`src/rtl/uart_svc_status.sv`:
```
module uart_svc_status #(
  parameter int TX_DEPTH = 8,
  parameter int RX_DEPTH = 12,
  parameter int TX_LOW   = 4,
  parameter int RX_HIGH  = 8,
  parameter int CNT_W    = 4,
  parameter int STAT_W   = 8
) (
  input  logic              clk,
  input  logic              rst_n,
  input  logic [CNT_W-1:0]  tx_count_i,
  input  logic [CNT_W-1:0]  rx_count_i,
  input  logic              rx_idle_i,
  input  logic              brk_begin_i,
  input  logic              brk_end_i,
  input  logic              rx_err_i,
  input  logic              tx_ie_i,
  input  logic              rx_ie_i,
  input  logic              csr_wr_i,
  input  logic [STAT_W-1:0] csr_wdata_i,
  output logic [STAT_W-1:0] csr_status_o,
  output logic              tx_dma_req_o,
  output logic              rx_dma_req_o,
  output logic              irq_o
);
  localparam int NSTICKY = 4;
  localparam int SBASE   = 2;
  localparam int CW      = CNT_W + 1;

  logic [CW-1:0] tx_lvl, rx_lvl;
  logic          tx_flag, rx_flag;
  logic [NSTICKY-1:0] evt, sticky, wclr;
  logic          irq_d;

  assign tx_lvl  = ({1'b0, tx_count_i} > CW'(TX_DEPTH)) ? CW'(TX_DEPTH) : {1'b0, tx_count_i};
  assign rx_lvl  = ({1'b0, rx_count_i} > CW'(RX_DEPTH)) ? CW'(RX_DEPTH) : {1'b0, rx_count_i};
  assign tx_flag = tx_lvl <= CW'(TX_LOW);
  assign rx_flag = rx_lvl >= CW'(RX_HIGH);

  assign tx_dma_req_o = tx_flag;
  assign rx_dma_req_o = rx_flag;

  assign evt  = {rx_err_i, brk_end_i, brk_begin_i, rx_idle_i};
  assign wclr = csr_wr_i ? csr_wdata_i[SBASE +: NSTICKY] : '0;

  for (genvar i = 0; i < NSTICKY; i++) begin : g_sticky
    always_ff @(posedge clk) begin
      if (!rst_n)      sticky[i] <= 1'b0;
      else if (evt[i]) sticky[i] <= 1'b1;
      else if (wclr[i]) sticky[i] <= 1'b0;
    end

    // a set bit holds unless written with a one
    p_sticky_hold_r5: assert property (@(posedge clk) disable iff (!rst_n)
      (csr_status_o[SBASE+i] && !(csr_wr_i && csr_wdata_i[SBASE+i])) |=> csr_status_o[SBASE+i]);
    // write-one without a pulse clears
    p_w1c_clear_r6: assert property (@(posedge clk) disable iff (!rst_n)
      (csr_wr_i && csr_wdata_i[SBASE+i] && !evt[i]) |=> !csr_status_o[SBASE+i]);
    // set wins over clear
    p_set_wins_r7: assert property (@(posedge clk) disable iff (!rst_n)
      (evt[i] && csr_wr_i && csr_wdata_i[SBASE+i]) |=> csr_status_o[SBASE+i]);
  end

  assign irq_d = (tx_flag & tx_ie_i) | (rx_flag & rx_ie_i) | (|sticky);

  always_ff @(posedge clk) begin
    if (!rst_n) irq_o <= 1'b0;
    else        irq_o <= irq_d;
  end

  always_comb begin
    csr_status_o = '0;
    csr_status_o[0] = tx_flag;
    csr_status_o[1] = rx_flag;
    csr_status_o[SBASE +: NSTICKY] = sticky;
  end

  // DMA requests ignore the interrupt enables
  p_tx_dma_r3: assert property (@(posedge clk) disable iff (!rst_n)
    (tx_count_i <= CNT_W'(TX_LOW)) |-> tx_dma_req_o);
  p_rx_dma_r3: assert property (@(posedge clk) disable iff (!rst_n)
    (rx_count_i >= CNT_W'(RX_HIGH)) |-> rx_dma_req_o);
  // quiet status gives a quiet interrupt one cycle later
  p_irq_quiet_r8: assert property (@(posedge clk) disable iff (!rst_n)
    (csr_status_o[SBASE +: NSTICKY] == '0 && !(tx_dma_req_o && tx_ie_i) && !(rx_dma_req_o && rx_ie_i))
    |=> !irq_o);
  p_irq_sticky_r8: assert property (@(posedge clk) disable iff (!rst_n)
    (csr_status_o[SBASE +: NSTICKY] != '0) |=> irq_o);
  // unused upper bits
  p_upper_zero_r9: assert property (@(posedge clk) disable iff (!rst_n)
    csr_status_o[STAT_W-1:SBASE+NSTICKY] == '0);
endmodule

```
`config.mk`:
```
export PLATFORM = sky130hd
export DESIGN_NAME = uart_svc_status
export DESIGN_NICKNAME = d
export VERILOG_FILES = /design/src/rtl/uart_svc_status.sv
export SDC_FILE = /design/constraint.sdc
export NUM_CORES = 1
export LEC_CHECK = 0
export BUFFER_PORTS_ARGS = -buffer_cell sky130_fd_sc_hd__buf_2
export CAP_MARGIN = 10
export CORE_AREA = 5 5 42 44
export DETAILED_ROUTE_END_ITERATION = 16
export DIE_AREA = 0 0 47 49
export HOLD_SLACK_MARGIN = 0.05
export PLACE_DENSITY = 0.53
export SYNTH_ARGS = -nofsm -noshare
export SYNTH_HDL_FRONTEND = slang
export SYNTH_SLANG_ARGS = --single-unit
```
`constraint.sdc`:
```
create_clock -name clk -period 1.1 [get_ports clk]
set_input_delay 0.11 -clock clk [delete_from_list [all_inputs] [get_ports clk]]
set_output_delay 0.11 -clock clk [all_outputs]
set_load 0.005 [all_outputs]
```
==> flow_metrics.env, run 1 <==
export IMPL_status="finished, final reports clean"
export IMPL_worstPathRequired_ns=1.24
export IMPL_ioPinCount=36
export IMPL_synthCells=30
export IMPL_overflow=0
export IMPL_clk_latency_ns=0.24
export IMPL_synth_seq_area_share_pct=41.0
export IMPL_cts_resized=0
export IMPL_min_period_ns=0.993
export IMPL_setup_viol=0
export IMPL_avgSynthCellArea_um2=8.13
export IMPL_power_total_uw=510
export IMPL_combPwrFrac_pct=17.1
export IMPL_fin_nets=82
export IMPL_clock_sinks=5
export IMPL_synth_distinct_cells=13
export IMPL_fin_cells=72
export IMPL_cap_violations=0
export IMPL_seqPwrFrac_pct=40.2
export IMPL_dieArea_um2=2300
export IMPL_power_switching_uw=126
export IMPL_r2r_end="irq_o$_SDFF_PN0_"
export IMPL_rrSetupSlack_ns=0.11
export IMPL_r2r_cells=3
export IMPL_peakVddDrop_mv=0.431
export IMPL_place_gp_congestion=0.604
export IMPL_grt_max_degree=6
export IMPL_cts_root_buf="clkbuf_4"
export IMPL_coreArea_um2=1400
export IMPL_path_max_fanout=3
export IMPL_skew_ns=0.00250
export IMPL_rsz0062_at_grt="false"
export IMPL_vias=277
export IMPL_p_leak_uw=0.000211
export IMPL_antenna_left=0
export IMPL_wire_per_inst_um=10.3
export IMPL_initial_utilization_pct=17.4
export IMPL_rows=14
export IMPL_cts_max_path_buffers=2
export IMPL_report_final_slew_viol_count=0
export IMPL_die_x_um=47
export IMPL_yosysWarningCount=0
export IMPL_numPortBuffers=26
export IMPL_clkTransAtPathRegs_ns=0.05
export IMPL_post_cts_setup_buffer_count=0
export IMPL_dp_cells=68
export IMPL_final_util_pct=27.9
export IMPL_hold_viol_final=0
export IMPL_cts_hold_buffers=0
export IMPL_grt_pass1_wl_mm=1.03
export IMPL_p_int_uw=384
export IMPL_n_antenna_cell=0
export IMPL_cts_htree_levels=1
export IMPL_antenna_found_initial=0
export IMPL_arrival_ns=1.13
export IMPL_p_sw_share_pct=24.7
export IMPL_vias_per_cell=3.85
export IMPL_numCtsBuffers=3
export IMPL_synth_seq_cells=5
export IMPL_drive_above_1_share_pct=53.6
export IMPL_drtIter0Drc=2
export IMPL_p_clk_share_pct=42.7
export IMPL_hp_class="in2reg"
export IMPL_drc=0
export IMPL_grt_total_usage_pct=6.56
export IMPL_endpoint_kind="register"
export IMPL_area_delta_synth_final_pct=60.0
export IMPL_cts_tree="yes"
export IMPL_netlist_area_um2=244
export IMPL_holdPathStages=3
export IMPL_dr_pass1_iters=2
export IMPL_drt_wl_total_um=738
export IMPL_setup_tns_ns=0
export IMPL_critical_path_startpoint_type="register"
export IMPL_finalCritPeriodShare_pct=90.3
export IMPL_whs_endpoint="csr_status_o[2]$_SDFFE_PN0P_"
export IMPL_worstSetupPathType="reg2reg"
export IMPL_die_h_um=49
export IMPL_hp_start="rx_idle_i"
export IMPL_clock_fmax_mhz=1010
export IMPL_reg2reg_from="csr_status_o[3]$_SDFFE_PN0P_"
export IMPL_power_density_nw_per_um2=1310
export IMPL_grt_pass1_vias=258
placed cells by master, fill, tap and decap left out, drive strengths merged, types with 2 or more instances in the layout:
cell type   n
a21oi       4
buf        26
clkbuf      4
conb        2
dfxtp       5
nand2       5
nor2b       4
layer usage:
metal | wire length [µm] | global-route usage [%]
met5 | 0 | 0
met4 | 0 | 6.91
met3 | 168 | 3.32
met2 | 303 | 7.92
met1 | 266 | 7.52
cell usage after synthesis:
cell type	n	area, µm²
o21a_1	1	7.51
and2_1	1	6.26
nor4_2	1	12.5
nor2b_1	4	25.0
dfxtp_1	5	100
inv_1	1	3.75
nand2_1	5	18.8
o311ai_1	1	8.76
nor2_1	1	3.75
buf_4	4	30.0
conb_1	1	3.75
a21oi_1	4	20.0
clkbuf_1	1	3.75
state kept, by name (all words and copies together), names as in the netlist:
signal,flops
irq_o,1
csr_status_o,4
critical path: stages (launching register included):
cell and delay, ns:
dfxtp_1 0.32, nor4_2 0.27, o311ai_1 0.13, and2_1 0.17
cells by family (layout without fill, tap and decap cells):
logic type	after synthesis	after routing	synth area share (%)
DFF	5	5	41.0
other	1	2	1.54
AOI/OAI and AO/OA	6	6	14.9
buffers and inverters	6	31	15.4
and+or+nand+nor	12	12	27.2
area by class of cell:
class / count / area (µm²)
fillers: 169 / 1010
inverters: 1 / 3.75
well taps: 16 / 20.0
multi-input cells: 20 / 110
repair buffers: 26 / 130
flip-flops and latches: 5 / 100
clock buffers: 4 / 26.3
how the worst max path moves through the flow:
stage	startpoint	endpoint	slack, ns	cells after the start
finish	csr_status_o[3]$_SDFFE_PN0P_	irq_o$_SDFF_PN0_	0.11	3
global route	csr_status_o[3]$_SDFFE_PN0P_	irq_o$_SDFF_PN0_	0.02	3
CTS	csr_status_o[3]$_SDFFE_PN0P_	irq_o$_SDFF_PN0_	0.08	3
detailed placement	csr_status_o[3]$_SDFFE_PN0P_	irq_o$_SDFF_PN0_	0.09	3
global placement	csr_status_o[3]$_SDFFE_PN0P_	irq_o$_SDFF_PN0_	0.09	3
floorplan	csr_status_o[3]$_SDFFE_PN0P_	irq_o$_SDFF_PN0_	0.16	3
metrics by stage:
step | hold WS (ns) | setup WS [ns] | instance area [µm²]
after floorplan | 0.232 | 0.157 | 248
after global placement | 0.338 | 0.0902 | 364
after detailed placement | 0.341 | 0.0876 | 364
after CTS | 0.0885 | 0.0770 | 390
after global routing | 0.107 | 0.0153 | 390
final | 0.0961 | 0.107 | 390
power by group through the flow:
stage	Combinational, µW	Sequential, µW	Clock [µW]
after global placement	88.2	209	0
after detailed placement	89.2	209	0
after global routing	100	207	238
after CTS	89.6	205	231
final	87.1	205	218
after floorplan	41.5	209	0
No activity file was read; power rests on OpenSTA's default activity.
==> run 2, diff against run 1 <==
--- a/config.mk
+++ b/config.mk
@@ -12,6 +12,7 @@
 export DIE_AREA = 0 0 47 49
 export HOLD_SLACK_MARGIN = 0.05
 export PLACE_DENSITY = 0.53
+export RECOVER_POWER = 50
 export SYNTH_ARGS = -nofsm -noshare
 export SYNTH_HDL_FRONTEND = slang
 export SYNTH_SLANG_ARGS = --single-unit
==> flow_metrics.env, run 2 (synthesis results as in run 1) <==
export IMPL_cts_resized=0
export IMPL_numPortBuffers=26
export IMPL_hp_class="in2reg"
export IMPL_holdPathStages=3
export IMPL_clock_fmax_mhz=1010
export IMPL_p_leak_uw=0.000205
export IMPL_p_int_uw=383
export IMPL_grt_pass1_vias=258
export IMPL_initial_utilization_pct=17.4
export IMPL_status="finished, final reports clean"
export IMPL_endpoint_kind="register"
export IMPL_dieArea_um2=2300
export IMPL_critical_path_startpoint_type="register"
export IMPL_final_cell_mix="buf_2 (24), nand2_1 (5), dfxtp_1 (5)"
export IMPL_rsz0062_at_grt="false"
export IMPL_cts_root_buf="clkbuf_4"
export IMPL_min_period_ns=0.995
export IMPL_r2r_cells=3
export IMPL_antenna_left=0
export IMPL_rows=14
export IMPL_grt_total_usage_pct=6.56
export IMPL_fin_ws_ns=0.105
export IMPL_cts_tree="yes"
export IMPL_dr_pass1_iters=2
export IMPL_setup_tns_ns=0
export IMPL_drt_wl_total_um=745
export IMPL_ioPinCount=36
export IMPL_antenna_found_initial=0
export IMPL_drive_above_1_share_pct=50.0
export IMPL_grt_max_degree=6
export IMPL_peakVddDrop_mv=0.431
export IMPL_post_cts_setup_buffer_count=0
export IMPL_dp_slack_ns=0.0876
export IMPL_largest_reg_flops=4
export IMPL_finalCritPeriodShare_pct=90.4
export IMPL_clock_sinks=5
export IMPL_report_final_slew_viol_count=0
export IMPL_n_antenna_cell=0
export IMPL_drc=0
export IMPL_wire_per_inst_um=10.3
export IMPL_place_gp_congestion=0.604
export IMPL_numCtsBuffers=3
export IMPL_cts_hold_buffers=0
export IMPL_drtIter0Drc=2
export IMPL_setup_viol=0
export IMPL_die_h_um=49
export IMPL_skew_ns=0.00179
export IMPL_worstSetupPathType="reg2reg"
export IMPL_vias_per_cell=3.81
export IMPL_layout_commonest_cell="buf_2"
export IMPL_clkTransAtPathRegs_ns=0.05
export IMPL_cap_violations=0
export IMPL_seqPwrFrac_pct=40.2
export IMPL_clk_latency_ns=0.24
export IMPL_area_delta_synth_final_pct=59.0
export IMPL_grt_pass1_wl_mm=1.03
export IMPL_nFillCells=170
export IMPL_vias=274
export IMPL_whs_ns=0.0961
export IMPL_power_density_nw_per_um2=1320
export IMPL_hold_viol_final=0
export IMPL_die_x_um=47
export IMPL_combPwrFrac_pct=16.9
export IMPL_p_sw_share_pct=24.9
export IMPL_cts_max_path_buffers=2
export IMPL_arrival_ns=1.13
export IMPL_power_switching_uw=127
export IMPL_overflow=0
export IMPL_worstPathRequired_ns=1.24
export IMPL_coreArea_um2=1400
export IMPL_p_clk_share_pct=42.8
export IMPL_fin_nets=82
export IMPL_cts_htree_levels=1
export IMPL_path_max_fanout=3
run 2: path summary, 6_finish.rpt:
kind | startpoint | to | slack [ns]
worst max register to register | csr_status_o[3]$_SDFFE_PN0P_ | irq_o$_SDFF_PN0_ | 0.11
worst min-delay path | rx_idle_i | csr_status_o[2]$_SDFFE_PN0P_ | 0.1
worst max-delay path | csr_status_o[3]$_SDFFE_PN0P_ | irq_o$_SDFF_PN0_ | 0.11
worst min register to register | csr_status_o[5]$_SDFFE_PN0P_ | csr_status_o[5]$_SDFFE_PN0P_ | 0.54
run 2: power groups by stage:
stage	Clock (µW)	Sequential [µW]	Combinational (µW)
finish	219	205	86.3
detailed placement	0	209	89.2
global route	238	207	99.3
floorplan	0	209	41.5
global placement	0	209	88.2
CTS	231	205	89.6
run 2: layer usage:
metal	wire length (µm)	vias up	GRT usage (%)
met5	0	-	0
met4	0	0	6.91
met3	169	0	3.32
met2	297	22	7.92
met1	278	110	7.52
li1	-	142	-
run 2: area by class of cell:
cell class                      instances  area (µm²)  area share [%]
Sequential cell                         5         100            25.8
Tap cell                               16        20.0            5.16
Multi-Input combinational cell         20         110            28.4
Inverter                                1        3.75           0.968
Clock buffer                            4        26.3            6.77
Timing Repair Buffer                   26         128            32.9
run 2: metrics by stage:
stage / util, % / power, µW / instance area [µm²] / instances
global placement: 26.0 / 297 / 364 / 68
floorplan: - / 251 / 248 / 31
global route: 27.7 / 544 / 388 / 72
finish: 27.7 / 510 / 388 / 72
CTS: 27.9 / 526 / 390 / 72
detailed placement: 26.0 / 298 / 364 / 68
run 2: critical path, cell delays in order, from the launching register on:
cell	delay (ns)
dfxtp_1	0.33
nor4_2	0.27
o311ai_1	0.13
and2_1	0.17
==> run 3, diff against run 2 <==
==> constraint.sdc (replaced) <==
create_clock -name clk -period 1 [get_ports clk]
set_input_delay 0.1 -clock clk [delete_from_list [all_inputs] [get_ports clk]]
set_output_delay 0.1 -clock clk [all_outputs]
set_load 0.005 [all_outputs]
==> flow_metrics.env, run 3 (synthesis results as in run 1) <==
export IMPL_final_cell_mix="buf_2 (24), nand2_1 (5), a21oi_1 (4), nor2b_1 (4), dfxtp_1 (4)"
export IMPL_grt_pass1_wl_mm=1.01
export IMPL_clkTransAtPathRegs_ns=0.05
export IMPL_peakVddDrop_mv=0.375
export IMPL_grt_total_usage_pct=6.78
export IMPL_n_antenna_cell=0
export IMPL_dr_pass1_iters=3
export IMPL_grt_pass1_vias=259
export IMPL_area_delta_synth_final_pct=72.3
export IMPL_vias=287
export IMPL_worstPathRequired_ns=1.14
export IMPL_clk_latency_ns=0.24
export IMPL_layout_commonest_cell="buf_2"
export IMPL_drt_wl_total_um=756
export IMPL_setup_viol=0
export IMPL_cts_htree_levels=1
export IMPL_initial_utilization_pct=17.4
export IMPL_drtIter0Drc=2
export IMPL_worstSetupPathType="reg2reg"
export IMPL_wire_per_inst_um=10.1
export IMPL_fin_ws_ns=0.0369
export IMPL_numPortBuffers=26
export IMPL_reg2reg_from="csr_status_o[4]$_SDFFE_PN0P_"
export IMPL_hold_viol_final=0
export IMPL_fin_nets=85
export IMPL_die_x_um=47
export IMPL_skew_ns=0.000588
export IMPL_dp_slack_ns=0.00697
export IMPL_numCtsBuffers=3
export IMPL_clock_fmax_mhz=1040
export IMPL_dpl_hpwl_um=619
export IMPL_endpoint_kind="register"
export IMPL_largest_reg_flops=4
export IMPL_ioPinCount=36
export IMPL_report_final_slew_viol_count=0
export IMPL_place_gp_congestion=0.599
export IMPL_vias_per_cell=3.83
export IMPL_cts_root_buf="clkbuf_4"
export IMPL_rsz0062_at_grt="true"
export IMPL_nFillCells=164
export IMPL_startpoint="csr_status_o[4]$_SDFFE_PN0P_"
export IMPL_hp_start="rx_err_i"
export IMPL_whs_ns=0.0898
export IMPL_die_h_um=49
export IMPL_coreArea_um2=1400
export IMPL_antenna_found_initial=0
export IMPL_critical_path_startpoint_type="register"
export IMPL_antenna_left=0
export IMPL_rows=14
export IMPL_finalCritPeriodShare_pct=96.3
export IMPL_clock_sinks=5
export IMPL_cts_tree="yes"
export IMPL_drive_above_1_share_pct=54.2
export IMPL_power_density_nw_per_um2=1380
export IMPL_min_period_ns=0.963
export IMPL_cap_violations=0
export IMPL_status="finished, final reports clean"
export IMPL_path_max_fanout=2
export IMPL_drc=0
export IMPL_p_leak_uw=0.000222
export IMPL_hp_class="in2reg"
export IMPL_overflow=0
export IMPL_grt_max_degree=6
export IMPL_arrival_ns=1.10
export IMPL_cts_max_path_buffers=2
export IMPL_dieArea_um2=2300
==> run 3: cell count changes in the layout (fill, tap and decap cells not counted), sizes merged <==
cell	before	now
buf	24	27
==> run 3: report_power, final <==
group          internal (µW)  leakage, µW  switching [µW]
sequential               216    0.0000421            13.3
clock                    151    0.0000150            89.2
combinational           67.7     0.000165            43.8
==> run 3: worst paths after layout <==
path,slack [ns],to,cells past startpoint
setup / recovery,0.04,irq_o$_SDFF_PN0_,3
hold / removal,0.09,csr_status_o[5]$_SDFFE_PN0P_,3
setup reg to reg,0.04,irq_o$_SDFF_PN0_,3
hold reg to reg,0.56,csr_status_o[5]$_SDFFE_PN0P_,2
==> run 3: per-stage QoR <==
stage / util [%] / cells / TNS [ns] / area [µm²] / power, µW
after floorplan: - / 31 / 0 / 248 / 276
after global placement: 27.1 / 70 / 0 / 379 / 334
after detailed placement: 27.1 / 70 / 0 / 379 / 336
after CTS: 29.6 / 75 / 0 / 414 / 589
after global routing: 30.0 / 75 / -0.0513 / 420 / 615
final: 30.0 / 75 / 0 / 420 / 581
==> run 3: repair_timing <==
action | in CTS | in global routing
hold buffers | 0 | 0
gates resized for setup | 1 | 1
setup buffers | 1 | 0
endpoints found under the setup margin | 1 | 1
pin swaps | 3 | 1
==> run 3: metal layers <==
layer / routed length [µm] / GRT usage, % / part of all wire [%]
met1: 290 / 7.76 / 38
met2: 299 / 7.92 / 40
met4: 0 / 6.91 / 0
met3: 166 / 4.06 / 22
met5: 0 / 0 / 0
==> run 3: critical path, cell delays in order, from the launching register on <==
cell,delay (ns)
dfxtp_2,0.33
nor4_4,0.25
o311ai_1,0.13
and2_1,0.15
==> run 3: final cells by class <==
type	instances	area, µm²	share of cell area [%]
Clock buffer	4	26.3	6.25
Inverter	1	3.75	0.893
Multi-Input combinational cell	20	119	28.3
Sequential cell	5	101	24.1
Tap cell	16	20.0	4.76
Timing Repair Buffer	29	150	35.7
